## config.mk

```make
export PLATFORM = sky130hd
export DESIGN_NAME = lbus_xcvr
export DESIGN_NICKNAME = d
export VERILOG_FILES = /design/src/rtl/lbus_pkg.sv /design/src/rtl/lbus_rx.sv /design/src/rtl/lbus_gap.sv /design/src/rtl/lbus_tx.sv /design/src/rtl/lbus_xcvr.sv
export SDC_FILE = /design/constraint.sdc
export NUM_CORES = 1
export LEC_CHECK = 0
export ABC_AREA = 0
export BUFFER_PORTS_ARGS = -buffer_cell sky130_fd_sc_hd__clkbuf_2
export CELL_PAD_IN_SITES_DETAIL_PLACEMENT = 0
export CELL_PAD_IN_SITES_GLOBAL_PLACEMENT = 1
export CORE_MARGIN = 3
export CORE_UTILIZATION = 24
export CTS_CLUSTER_SIZE = 28
export DETAILED_ROUTE_END_ITERATION = 8
export GPL_TIMING_DRIVEN = 0
export PLACE_DENSITY = 0.45
export SLEW_MARGIN = 20
export SYNTH_ARGS = -nofsm -noshare
export SYNTH_HDL_FRONTEND = slang
export SYNTH_HIERARCHICAL = 1
export SYNTH_SLANG_ARGS = --single-unit
```

## constraint.sdc

```tcl
create_clock -name clk -period 3.4 [get_ports clk]
set_input_delay 0.51 -clock clk [delete_from_list [all_inputs] [get_ports clk]]
set_output_delay 0.51 -clock clk [all_outputs]
set_load 0.01 [all_outputs]
```

## src/rtl/lbus_pkg.sv

```systemverilog
package lbus_pkg;

    typedef enum logic [2:0] {
        RX_HUNT,
        RX_IDLE,
        RX_START,
        RX_BITS,
        RX_STOP
    } rx_state_t;

    typedef enum logic [1:0] {
        TX_IDLE,
        TX_ARMED,
        TX_RUN
    } tx_state_t;

endpackage

```

## src/rtl/lbus_rx.sv

```systemverilog
module lbus_rx
    import lbus_pkg::*;
#(
    parameter int ADDR_W    = 8,
    parameter int DATA_W    = 8,
    parameter int STOP_BITS = 2
) (
    input  logic                     clk,
    input  logic                     rst_n,
    input  logic                     tick,
    input  logic                     line,
    output logic [ADDR_W+DATA_W-1:0] word,
    output logic                     valid,
    output logic                     err,
    output logic                     busy
);
    localparam int WORD_W      = ADDR_W + DATA_W;
    localparam int HALF_BITS   = 2 * WORD_W;
    localparam int STOP_HALVES = 2 * STOP_BITS;
    localparam int CNT_W       = $clog2(HALF_BITS + STOP_HALVES);

    typedef struct packed {
        rx_state_t          st;
        logic [CNT_W-1:0]   cnt;
        logic               first;
        logic [WORD_W-1:0]  sh;
        logic [WORD_W-1:0]  word;
        logic               valid;
        logic               err;
    } rx_reg_t;

    rx_reg_t q, d;

    always_comb begin
        d       = q;
        d.valid = 1'b0;
        d.err   = 1'b0;
        if (tick) begin
            unique case (q.st)
                RX_HUNT: begin
                    if (line) d.st = RX_IDLE;
                end
                RX_IDLE: begin
                    if (!line) d.st = RX_START;
                end
                RX_START: begin
                    d.cnt = '0;
                    if (line) begin
                        d.st = RX_BITS;
                    end else begin
                        d.err = 1'b1;
                        d.st  = RX_HUNT;
                    end
                end
                RX_BITS: begin
                    if (!q.cnt[0]) begin
                        d.first = line;
                        d.cnt   = q.cnt + 1'b1;
                    end else if (line == q.first) begin
                        d.err = 1'b1;
                        d.st  = RX_HUNT;
                    end else begin
                        d.sh = {q.sh[WORD_W-2:0], line};
                        if (q.cnt == CNT_W'(HALF_BITS - 1)) begin
                            d.st  = RX_STOP;
                            d.cnt = '0;
                        end else begin
                            d.cnt = q.cnt + 1'b1;
                        end
                    end
                end
                RX_STOP: begin
                    if (!line) begin
                        d.err = 1'b1;
                        d.st  = RX_HUNT;
                    end else if (q.cnt == CNT_W'(STOP_HALVES - 1)) begin
                        d.valid = 1'b1;
                        d.word  = q.sh;
                        d.st    = RX_IDLE;
                    end else begin
                        d.cnt = q.cnt + 1'b1;
                    end
                end
                default: d.st = RX_HUNT;
            endcase
        end
    end

    always_ff @(posedge clk or negedge rst_n) begin
        if (!rst_n) begin
            q       <= '0;
            q.st    <= RX_HUNT;
        end else begin
            q <= d;
        end
    end

    assign word  = q.word;
    assign valid = q.valid;
    assign err   = q.err;
    assign busy  = (q.st == RX_START) || (q.st == RX_BITS) || (q.st == RX_STOP);

endmodule

```

## src/rtl/lbus_gap.sv

```systemverilog
module lbus_gap #(
    parameter int GAP_W = 8
) (
    input  logic             clk,
    input  logic             rst_n,
    input  logic             tick,
    input  logic             line,
    input  logic             rx_busy,
    input  logic             tx_run,
    input  logic [GAP_W-1:0] gap_ticks,
    output logic             gap_ok
);
    typedef struct packed {
        logic [GAP_W-1:0] cnt;
    } gap_reg_t;

    gap_reg_t q, d;

    always_comb begin
        d = q;
        if (tx_run) begin
            d.cnt = '0;
        end else if (tick) begin
            if (line && !rx_busy) begin
                if (q.cnt != '1) d.cnt = q.cnt + 1'b1;
            end else begin
                d.cnt = '0;
            end
        end
    end

    always_ff @(posedge clk or negedge rst_n) begin
        if (!rst_n) q <= '0;
        else        q <= d;
    end

    assign gap_ok = (q.cnt >= gap_ticks);

endmodule

```

## src/rtl/lbus_tx.sv

```systemverilog
module lbus_tx
    import lbus_pkg::*;
#(
    parameter int DATA_W    = 8,
    parameter int STOP_BITS = 2
) (
    input  logic              clk,
    input  logic              rst_n,
    input  logic              tick,
    input  logic              req,
    input  logic [DATA_W-1:0] req_data,
    input  logic              go_ok,
    output logic              line,
    output logic              busy,
    output logic              run
);
    localparam int SB2    = 2 * STOP_BITS;
    localparam int HALVES = 2 + 2 * DATA_W + SB2;
    localparam int CNT_W  = $clog2(HALVES);

    typedef struct packed {
        tx_state_t          st;
        logic [DATA_W-1:0]  data;
        logic [HALVES-1:0]  sh;
        logic [CNT_W-1:0]   cnt;
        logic               line;
    } tx_reg_t;

    tx_reg_t q, d;
    logic [HALVES-1:0] pat;

    always_comb begin
        pat             = '1;
        pat[HALVES-1]   = 1'b0;
        pat[HALVES-2]   = 1'b1;
        for (int i = 0; i < DATA_W; i++) begin
            pat[SB2 + 2*i + 1] = ~q.data[i];
            pat[SB2 + 2*i]     =  q.data[i];
        end
    end

    always_comb begin
        d = q;
        unique case (q.st)
            TX_IDLE: begin
                d.line = 1'b1;
                if (req) begin
                    d.data = req_data;
                    d.st   = TX_ARMED;
                end
            end
            TX_ARMED: begin
                if (tick && go_ok) begin
                    d.line = pat[HALVES-1];
                    d.sh   = {pat[HALVES-2:0], 1'b1};
                    d.cnt  = CNT_W'(HALVES - 1);
                    d.st   = TX_RUN;
                end
            end
            TX_RUN: begin
                if (tick) begin
                    if (q.cnt == '0) begin
                        d.line = 1'b1;
                        d.st   = TX_IDLE;
                    end else begin
                        d.line = q.sh[HALVES-1];
                        d.sh   = {q.sh[HALVES-2:0], 1'b1};
                        d.cnt  = q.cnt - 1'b1;
                    end
                end
            end
            default: d.st = TX_IDLE;
        endcase
    end

    always_ff @(posedge clk or negedge rst_n) begin
        if (!rst_n) begin
            q      <= '0;
            q.st   <= TX_IDLE;
            q.line <= 1'b1;
        end else begin
            q <= d;
        end
    end

    assign line = q.line;
    assign busy = (q.st != TX_IDLE);
    assign run  = (q.st == TX_RUN);

endmodule

```

## src/rtl/lbus_xcvr.sv

```systemverilog
module lbus_xcvr #(
    parameter int ADDR_W    = 8,
    parameter int DATA_W    = 8,
    parameter int STOP_BITS = 2,
    parameter int GAP_W     = 8
) (
    input  logic                     clk,
    input  logic                     rst_n,
    input  logic                     half_tick,
    input  logic                     rx_line,
    input  logic [GAP_W-1:0]         gap_ticks,
    input  logic                     reply_req,
    input  logic [DATA_W-1:0]        reply_data,
    output logic                     tx_line,
    output logic                     tx_busy,
    output logic                     rx_busy,
    output logic [ADDR_W+DATA_W-1:0] rx_word,
    output logic                     rx_valid,
    output logic                     rx_err
);
    logic tx_run;
    logic rx_seen;
    logic gap_ok;

    // own reply echoes on the shared line; hide it from the receiver
    assign rx_seen = rx_line | tx_run;

    lbus_rx #(
        .ADDR_W   (ADDR_W),
        .DATA_W   (DATA_W),
        .STOP_BITS(STOP_BITS)
    ) u_rx (
        .clk  (clk),
        .rst_n(rst_n),
        .tick (half_tick),
        .line (rx_seen),
        .word (rx_word),
        .valid(rx_valid),
        .err  (rx_err),
        .busy (rx_busy)
    );

    lbus_gap #(
        .GAP_W(GAP_W)
    ) u_gap (
        .clk      (clk),
        .rst_n    (rst_n),
        .tick     (half_tick),
        .line     (rx_seen),
        .rx_busy  (rx_busy),
        .tx_run   (tx_run),
        .gap_ticks(gap_ticks),
        .gap_ok   (gap_ok)
    );

    lbus_tx #(
        .DATA_W   (DATA_W),
        .STOP_BITS(STOP_BITS)
    ) u_tx (
        .clk     (clk),
        .rst_n   (rst_n),
        .tick    (half_tick),
        .req     (reply_req),
        .req_data(reply_data),
        .go_ok   (gap_ok && !rx_busy),
        .line    (tx_line),
        .busy    (tx_busy),
        .run     (tx_run)
    );

endmodule

```

Word-level counts from Yosys, hierarchy flattened
Cells that the tools add are included.

word-level totals
  output and inout port bits = 21
  word-level logic and storage cells = 117
  flip-flop bits (word level) = 90
  input port bits = 21

operators by class
  add/subtract/negate cells = 3
  reductions and logical operators = 26
  muxes and demuxes = 38
  bitwise operators = 11
  equality and inequality tests = 24
  order comparisons = 1

operator list
  operator               count
  $mux W28               2
  $pmux W27 S2           1
  $mux W8                4
  $mux W6                5
  $mux W27               1
  $mux W3                7
  $reduce_and A4 Y1      5
  $pmux W6 S3            1
  $pmux W3 S5            1
  $mux W10               1
  $mux W2                5
  $ne A2 B1 Y1 const B   5
  $ne A2 B2 Y1 const B   5
  $not A1 Y1             10
  $ne A3 B3 Y1 const B   3
  $add A8 B1 Y8 const B  1
  $ge A8 B8 Y1           1
  $ne A8 B8 Y1 const B   1
  $mux W1                7
  $add A6 B1 Y6 const B  1
  $eq A3 B2 Y1 const B   2
  $eq A6 B2 Y1 const B   1
  $eq A6 B5 Y1 const B   1
  $pmux W2 S3            1
  other kinds (23)       31

Depth between registers and ports, before layout
Gate-level depths: netlist of run 1.

  depth after elaboration = 8
  mapped depth = 11
  gate-level depth less buffers = 10

Hierarchy
Netlist of run 1, hierarchy kept.

modules (own cells, without submodules)
  module     cells each  instances  area an instance (um2)  seq. area each (um2)
  lbus_rx    174         1          2195.9                  1101.1
  lbus_tx    144         1          1870.5                  952.2
  lbus_gap   76          1          695.7                   200.2
  lbus_xcvr  2           1          12.5                    0.0

Worst setup path after synthesis of run 1
OpenSTA, ideal clock, no wires.

  kind = reg-to-reg
  start point = register u_tx/q[37] (netlist name)
  end point = register u_rx/q[37] (netlist name)
  setup time = 65 ps
  path slack = 792 ps
  cell stages (with the launch flop) = 11
  data arrival time = 2543 ps
  required time = 3335 ps
  path buffers = 3
  period minus slack after synthesis = 2608 ps
  path through = dfrtp_1 nor2b_1 buf_2 buf_2 or2_1 clkbuf_8 xnor2_1 a221oi_1 nor2_1 nor3_1 a221o_2

between the ends
  longest elaborated chain between the ends = 5
  elaborated cells between the ends (all ways) = 6
  classes of those cells = eq/ne (4); bitwise (1); reduce/logical (1)

RTL lines
  element                          RTL line         text
  start: declaration               lbus_tx.sv:29    tx_reg_t q, d;
  $eq A2 B2 Y1 (*)                 lbus_tx.sv:88    assign run = (q.st == TX_RUN);
  net tx_run                       lbus_xcvr.sv:21  logic tx_run;
  $or A1 B1 Y1 (*)                 lbus_xcvr.sv:26  assign rx_seen = rx_line | tx_run;
  net rx_seen                      lbus_xcvr.sv:22  logic rx_seen;
  $eq A1 B1 Y1                     lbus_rx.sv:59    end else if (line == q.first) begin
  $ne A3 B3 Y1 (no line)           --
  $reduce_and A5 Y1 (no line) (*)  --
  end: declaration                 lbus_rx.sv:32    rx_reg_t q, d;

The timed path passes the listed nets; every way through them passes the cells marked *.
A chain may end at the register's enable or synchronous reset.

Final worst setup path of run 1
  start point = register u_tx/q[36] (netlist name)
  end point = register u_rx/q[40] (netlist name)

The elaborated chain is that of the path after synthesis.

==> results of run 1 <==
## power breakdown
group	leakage (nW)	switching (mW)	internal, mW
combinational	1.31	0.406	0.473
sequential	1.18	0.182	1.30
clock	0.142	0.425	0.588
total	2.63	1.01	2.36
## routing by layer
layer	global-route usage [%]	vias to the layer above
met3	3.21	8
met2	15.5	42
li1	-	1535
met4	2.24	0
met5	0	-
met1	12.5	1520
## cells in the mapped netlist, types with 3 or more instances
cell,n
o21ai_0,19
a211oi_1,5
and3b_1,3
buf_2,6
or3_1,5
a21o_1,5
o31ai_1,4
nor3_1,5
nand3_1,4
o21a_1,3
inv_1,19
dfrtp_1,89
o21ai_2,3
ha_1,11
o22a_1,5
mux2_4,12
buf_6,3
nor2_1,17
buf_4,16
nand2_1,16
or2_2,3
a21oi_1,7
clkbuf_1,3
nand3b_1,11
mux2_2,54
clkbuf_8,5
## cells in the final DEF, fill, tap and decap left out, drive strengths merged, types with 4 or more instances in the layout
cell    netlist  final
nand3         5      5
or3           5      5
a21oi         7      7
o22a          5      5
a211oi        5      5
a21o          6      6
or2           6      6
nor3          5      5
inv          19     20
o31ai         4      4
nor2         18     18
clkbuf        8     61
nand2        16     16
nand3b       11     11
dfrtp        89     89
o21ai        22     22
ha           11     11
mux2         67     67
buf          25     25
## per-stage QoR
| stage | util (%) | area [µm²] | hold slack, ps | setup TNS [ps] | setup WS (ps) |
|---|---|---|---|---|---|
| floorplan | - | 4770 | 214 | 0 | 792 |
| global placement | 27.7 | 5310 | 459 | 0 | 11.6 |
| detailed placement | 27.9 | 5340 | 415 | -18.1 | -13.3 |
| CTS | 29.5 | 5640 | 29.7 | 0 | 151 |
| global route | 29.5 | 5640 | 33.0 | 0 | 17.1 |
| finish | 29.5 | 5640 | 42.3 | 0 | 265 |
## worst min path at each step
stage	depth (start not counted)	slack, ps	end
2_1_floorplan	0	210	u_gap/q[0]$_DFFE_PN0P_
3_3_place_gp	1	460	u_tx/q[6]$_DFFE_PN0P_
3_5_place_dp	1	420	u_rx/q[41]$_DFFE_PN0P_
4_1_cts	1	30	u_rx/q[41]$_DFFE_PN0P_
5_1_grt	1	30	u_rx/q[41]$_DFFE_PN0P_
6_report	1	40	u_rx/q[41]$_DFFE_PN0P_
## sequential cells by signal, summed over array words and instances, names as in the netlist
| signal | flops |
|---|---|
| u_tx/pat | 8 |
| u_rx/valid | 1 |
| u_rx/word | 16 |
| u_tx/line | 1 |
| u_rx/q | 26 |
| u_rx/err | 1 |
| u_tx/q | 29 |
| u_gap/q | 8 |
## cells by family after synthesis
logic type | Yosys count | share of synthesized area, %
and+or+nand+nor | 96 | 13.2
DFF | 90 | 47.2
buffers and inverters | 52 | 7.02
muxes | 69 | 17.2
adders and majority gates | 11 | 2.88
AOI/OAI and AO/OA | 74 | 11.8
xor gates and xnor gates | 4 | 0.734
## cell type report
cell class	instances	area share, %
flip-flops and latches	90	39.9
repair buffers	42	4.28
clock buffers	11	4.30
plain buffers	33	4.72
well taps	260	5.76
clock inverters	4	0.909
multi-input cells	254	38.8
inverters	19	1.26
## repair_timing
action,4_1_cts,5_1_grt
gates resized for setup,1,1
endpoints found under the setup margin,3,14
hold buffers,0,0
==> impl_metrics.tcl, run 1 <==
set metrics [dict create \
    syn_avg_cell_area_um2 12.1 \
    drt-met1-wl_um 4710 \
    synth_nets 428 \
    dieArea_um2 21600 \
    yosysWarnings 6 \
    finalNetCount 481 \
    cts_tree "built" \
    n_fill_cell 2002 \
    num_rows 50 \
    finalClockSkew_ps 7.67 \
    p_total_mw 3.37 \
    grt_setup_unrepaired "no" \
    initialDrtViolationCount 206 \
    synthFlopType "dfrtp_1" \
    critical_path_arrival_ps 3420 \
    yosys.area.top_type "dfrtp_1" \
    crit_family "simple AND/OR/NAND/NOR gates" \
    ff_latch_area_um2 2250 \
    fin_crit_sh_pct 92.2 \
    drc 0 \
    yosysTopAreaCellShare_pct 46.6 \
    synth.area.top_cells "dfrtp_1 (47%), mux2_2 (13%), mux2_4 (3.8%)" \
    wl_met3_um 361 \
    syn_inst 396 \
    htree_num_levels 3 \
    multi_input_area_um2 2190 \
    timing.fmax_mhz 319 \
    max-cap-violations 0 \
    cts.sinks 90 \
    yosysSeqAreaShare_pct 47.2 \
    viasPerCell 4.35 \
    place_congestion 0.708 \
    status "completed" \
    antenna_cells 0 \
    cts_setup_buffers 0 \
    dp_hpwl_um 6890 \
    netlist_area_um2 4770 \
    drv_slew 0 \
    top_layer "met4" \
    clkLatencyLatePin_ps 340 \
    area_growth_pct 18.2 \
    relSlewSlack_pct 65.7 \
    worstPathCellList "nor2b_1 -> buf_2 -> clkbuf_4 -> or2_1 -> clkbuf_8 -> xnor2_1 -> a221oi_1 -> nor2_1 -> nor3_2 -> a221o_1" \
    grt_pass1_wl_um 16600 \
    finalSetupViolCount 0 \
    io_buffers 41 \
    p_leak_nw 2.63 \
    hold_class "in -> async" \
    grt_max_degree 69 \
    ys_ff_latch 90 \
    ant_nets 0 \
    num_vias 3105 \
    critPathCaptureType "flop" \
    critPathLaunch "u_tx/q[36]$_DFFE_PN0P_" \
    slowest_delay_ps 520 \
    cts-root-buf "clkbuf_16" \
    die_x_um 147 \
    ff2ff_setup_slack_ps 260 \
    async_flop_share_pct 100 \
    ir_worst_vdd_mv 0.227 \
    firstDrtPassIters 4 \
    final_cells 713 \
    synth.distinct_cells 73 \
    drive_gt1_share_pct 39.7 \
    cp_num_buf_inv 3 \
    track_usage_pct 9.60 \
    reg2reg_from "u_tx/q[36]$_DFFE_PN0P_" \
    critical_path_depth 10 \
    dp_cells 698 \
    routedWlPerCell_um 14.0 \
    core_um2 19100 \
    synth-edff-count 0 \
    hold_viol 0 \
    wirelength_um 9990 \
    ios 42 \
    overflow 0 \
    cp.required_ps 3680 \
    power.density_nw_per_um2 598 \
    setup.worst_path.start_class "flop" \
    clockBufferDepth 2 \
    clkTransAtPathRegs_ps 60 \
    met2_length_um 4820 \
    cts_buffers 9 \
    period_minus_slack_ps 3140 \
    rr_worst_depth 10 \
    chipHeight_um 147 \
    crit_path_top_delay_cell "a221oi_1" \
    antenna_found_initial 0 \
    worstReg2RegEnd "u_rx/q[40]$_DFFE_PN0P_" \
    initial_core_util_pct 24.9 \
    tightestPinTransition_ps 514 \
    crit_end "u_rx/q[40]$_DFFE_PN0P_" \
    crit_type "reg -> reg" \
    critPathMaxFanout 14 \
    grt_pass1_vias 3106 \
]
Power figures use the tool's default switching activity.
==> run 2: changes to the inputs <==
Settings changed: CORE_MARGIN 3 to 2, SETUP_SLACK_MARGIN set to 0.4.
==> run 2 against run 1 <==
Combinational power rose by 1%. Sequential share of layout area decreased by 0.30 points. Global-route usage rose by 0.51 points. Largest cell class unchanged.
==> impl_metrics.tcl, run 2 (synthesis results as in run 1) <==
set metrics [dict create \
    status "completed" \
    timing.fmax_mhz 357 \
    crit_path_top_delay_cell "dfrtp_1" \
    final_common_cell "dfrtp_1" \
    cts_tree "built" \
    hold_viol 0 \
    rr_worst_depth 11 \
    layout_common_cells "dfrtp_1 (89), mux2_2 (54), clkbuf_2 (40)" \
    p_leak_nw 2.64 \
    wirelength_um 10100 \
    htree_num_levels 3 \
    core_um2 19500 \
    cp_num_buf_inv 5 \
    setup.worst_path.start_class "flop" \
    initialDrtViolationCount 135 \
    final_cells 719 \
    max-cap-violations 0 \
    num_rows 51 \
    period_minus_slack_ps 2800 \
    dp_cells 703 \
    fin_setup_tns_ps 0 \
    die_x_um 145 \
    track_usage_pct 10.1 \
    crit_type "reg -> reg" \
    finalNetCount 481 \
    dp_hpwl_um 6870 \
    grt_max_degree 48 \
    grt_setup_unrepaired "yes" \
    chipHeight_um 145 \
    cts.sinks 90 \
    largest_reg_flops 29 \
    ant_nets 0 \
    power.density_nw_per_um2 604 \
    critical_path_depth 11 \
    fin_crit_sh_pct 82.4 \
    grt_pass1_vias 3265 \
    placed_area_um2 5350 \
    crit_family "buffers and inverters" \
    initial_core_util_pct 24.5 \
    cts-root-buf "clkbuf_16" \
    drive_gt1_share_pct 40.5 \
    critPathMaxFanout 14 \
    overflow 0 \
    viasPerCell 4.37 \
    firstDrtPassIters 4 \
    holdWs_ps 102 \
    hold_class "in -> async" \
    worstPathCellList "nor2b_1 -> buf_4 -> buf_6 -> or2_1 -> clkbuf_8 -> xnor2_1 -> nor2_1 -> and3_1 -> buf_2 -> buf_4 -> mux2_2" \
    ios 42 \
    tightestPinTransition_ps 547 \
    p_total_mw 3.44 \
    place_ws_ps 113 \
    clockBufferDepth 2 \
    antenna_cells 0 \
    clkTransAtPathRegs_ps 70 \
    crit_top_cell "buf_4" \
    area_growth_pct 19.1 \
    place_congestion 0.708 \
    timing.final.ws_setup_ps 599 \
    num_vias 3143 \
    postLayoutCoreUtil_pct 29.2 \
    finish.instance_area_um2 5690 \
    clkLatencyLatePin_ps 350 \
    io_buffers 41 \
    finalClockSkew_ps 5.00 \
    critPathCaptureType "flop" \
    dieArea_um2 21000 \
    cts_setup_buffers 0 \
    relSlewSlack_pct 63.6 \
    antenna_found_initial 0 \
    cp.required_ps 3630 \
    cts_buffers 9 \
    routedWlPerCell_um 14.0 \
    drv_slew 0 \
    drc 0 \
    critical_path_arrival_ps 3030 \
    slowest_delay_ps 390 \
    grt_pass1_wl_um 17100 \
    largest_register "u_tx/q" \
    ir_worst_vdd_mv 0.231 \
    finalSetupViolCount 0 \
]
-- run 2: power breakdown --
group / internal (mW) / switching [mW]
Sequential: 1.30 / 0.188
Combinational: 0.476 / 0.412
Clock: 0.599 / 0.457
Total: 2.38 / 1.06
-- run 2: worst paths after layout --
kind | from | to | slack (ps)
max reg2reg | u_tx/q[37]$_DFFE_PN0P_ | u_rx/q[23]$_DFFE_PN0P_ | 600
min in group clk | reply_data[3] | u_tx/pat[10]$_DFFE_PN0P_ | 390
max | u_tx/q[37]$_DFFE_PN0P_ | u_rx/q[23]$_DFFE_PN0P_ | 600
min | rst_n | u_rx/q[41]$_DFFE_PN0P_ | 100
max in group asynchronous | rst_n | u_tx/line$_DFFE_PN1P_ | 2680
min reg2reg | u_tx/q[6]$_DFFE_PN0P_ | u_tx/q[6]$_DFFE_PN0P_ | 470
-- run 2: worst reg2reg max path: stages (launching register included) --
cell and delay (ps):
dfrtp_1 390, nor2b_1 150, buf_4 190, buf_6 170
or2_1 300, clkbuf_8 190, xnor2_1 180, nor2_1 160
and3_1 190, buf_2 210, buf_4 220, mux2_2 350
-- run 2: routing by layer --
metal	track usage (%)	wire (µm)
met2	16.5	4740
met1	13.0	4890
met5	0	0
met4	2.67	90
met3	3.05	333
-- run 2: repair_timing --
action / 4_1_cts / 5_1_grt
setup endpoints to repair: 14 / 25
resized for setup: 3 / 5
hold buffers: 0 / 0
gates cloned: 0 / 0
-- run 2: layout make-up --
cell class                 instances  area, µm²
clock buffer                      10        239
clock inverter                     6       73.8
buffer                            33        275
tap                              265        332
inverter                          19       71.3
timing repair buffer              42        241
multi-input combinational        254       2200
sequential                        90       2250
fill                            2004      13800
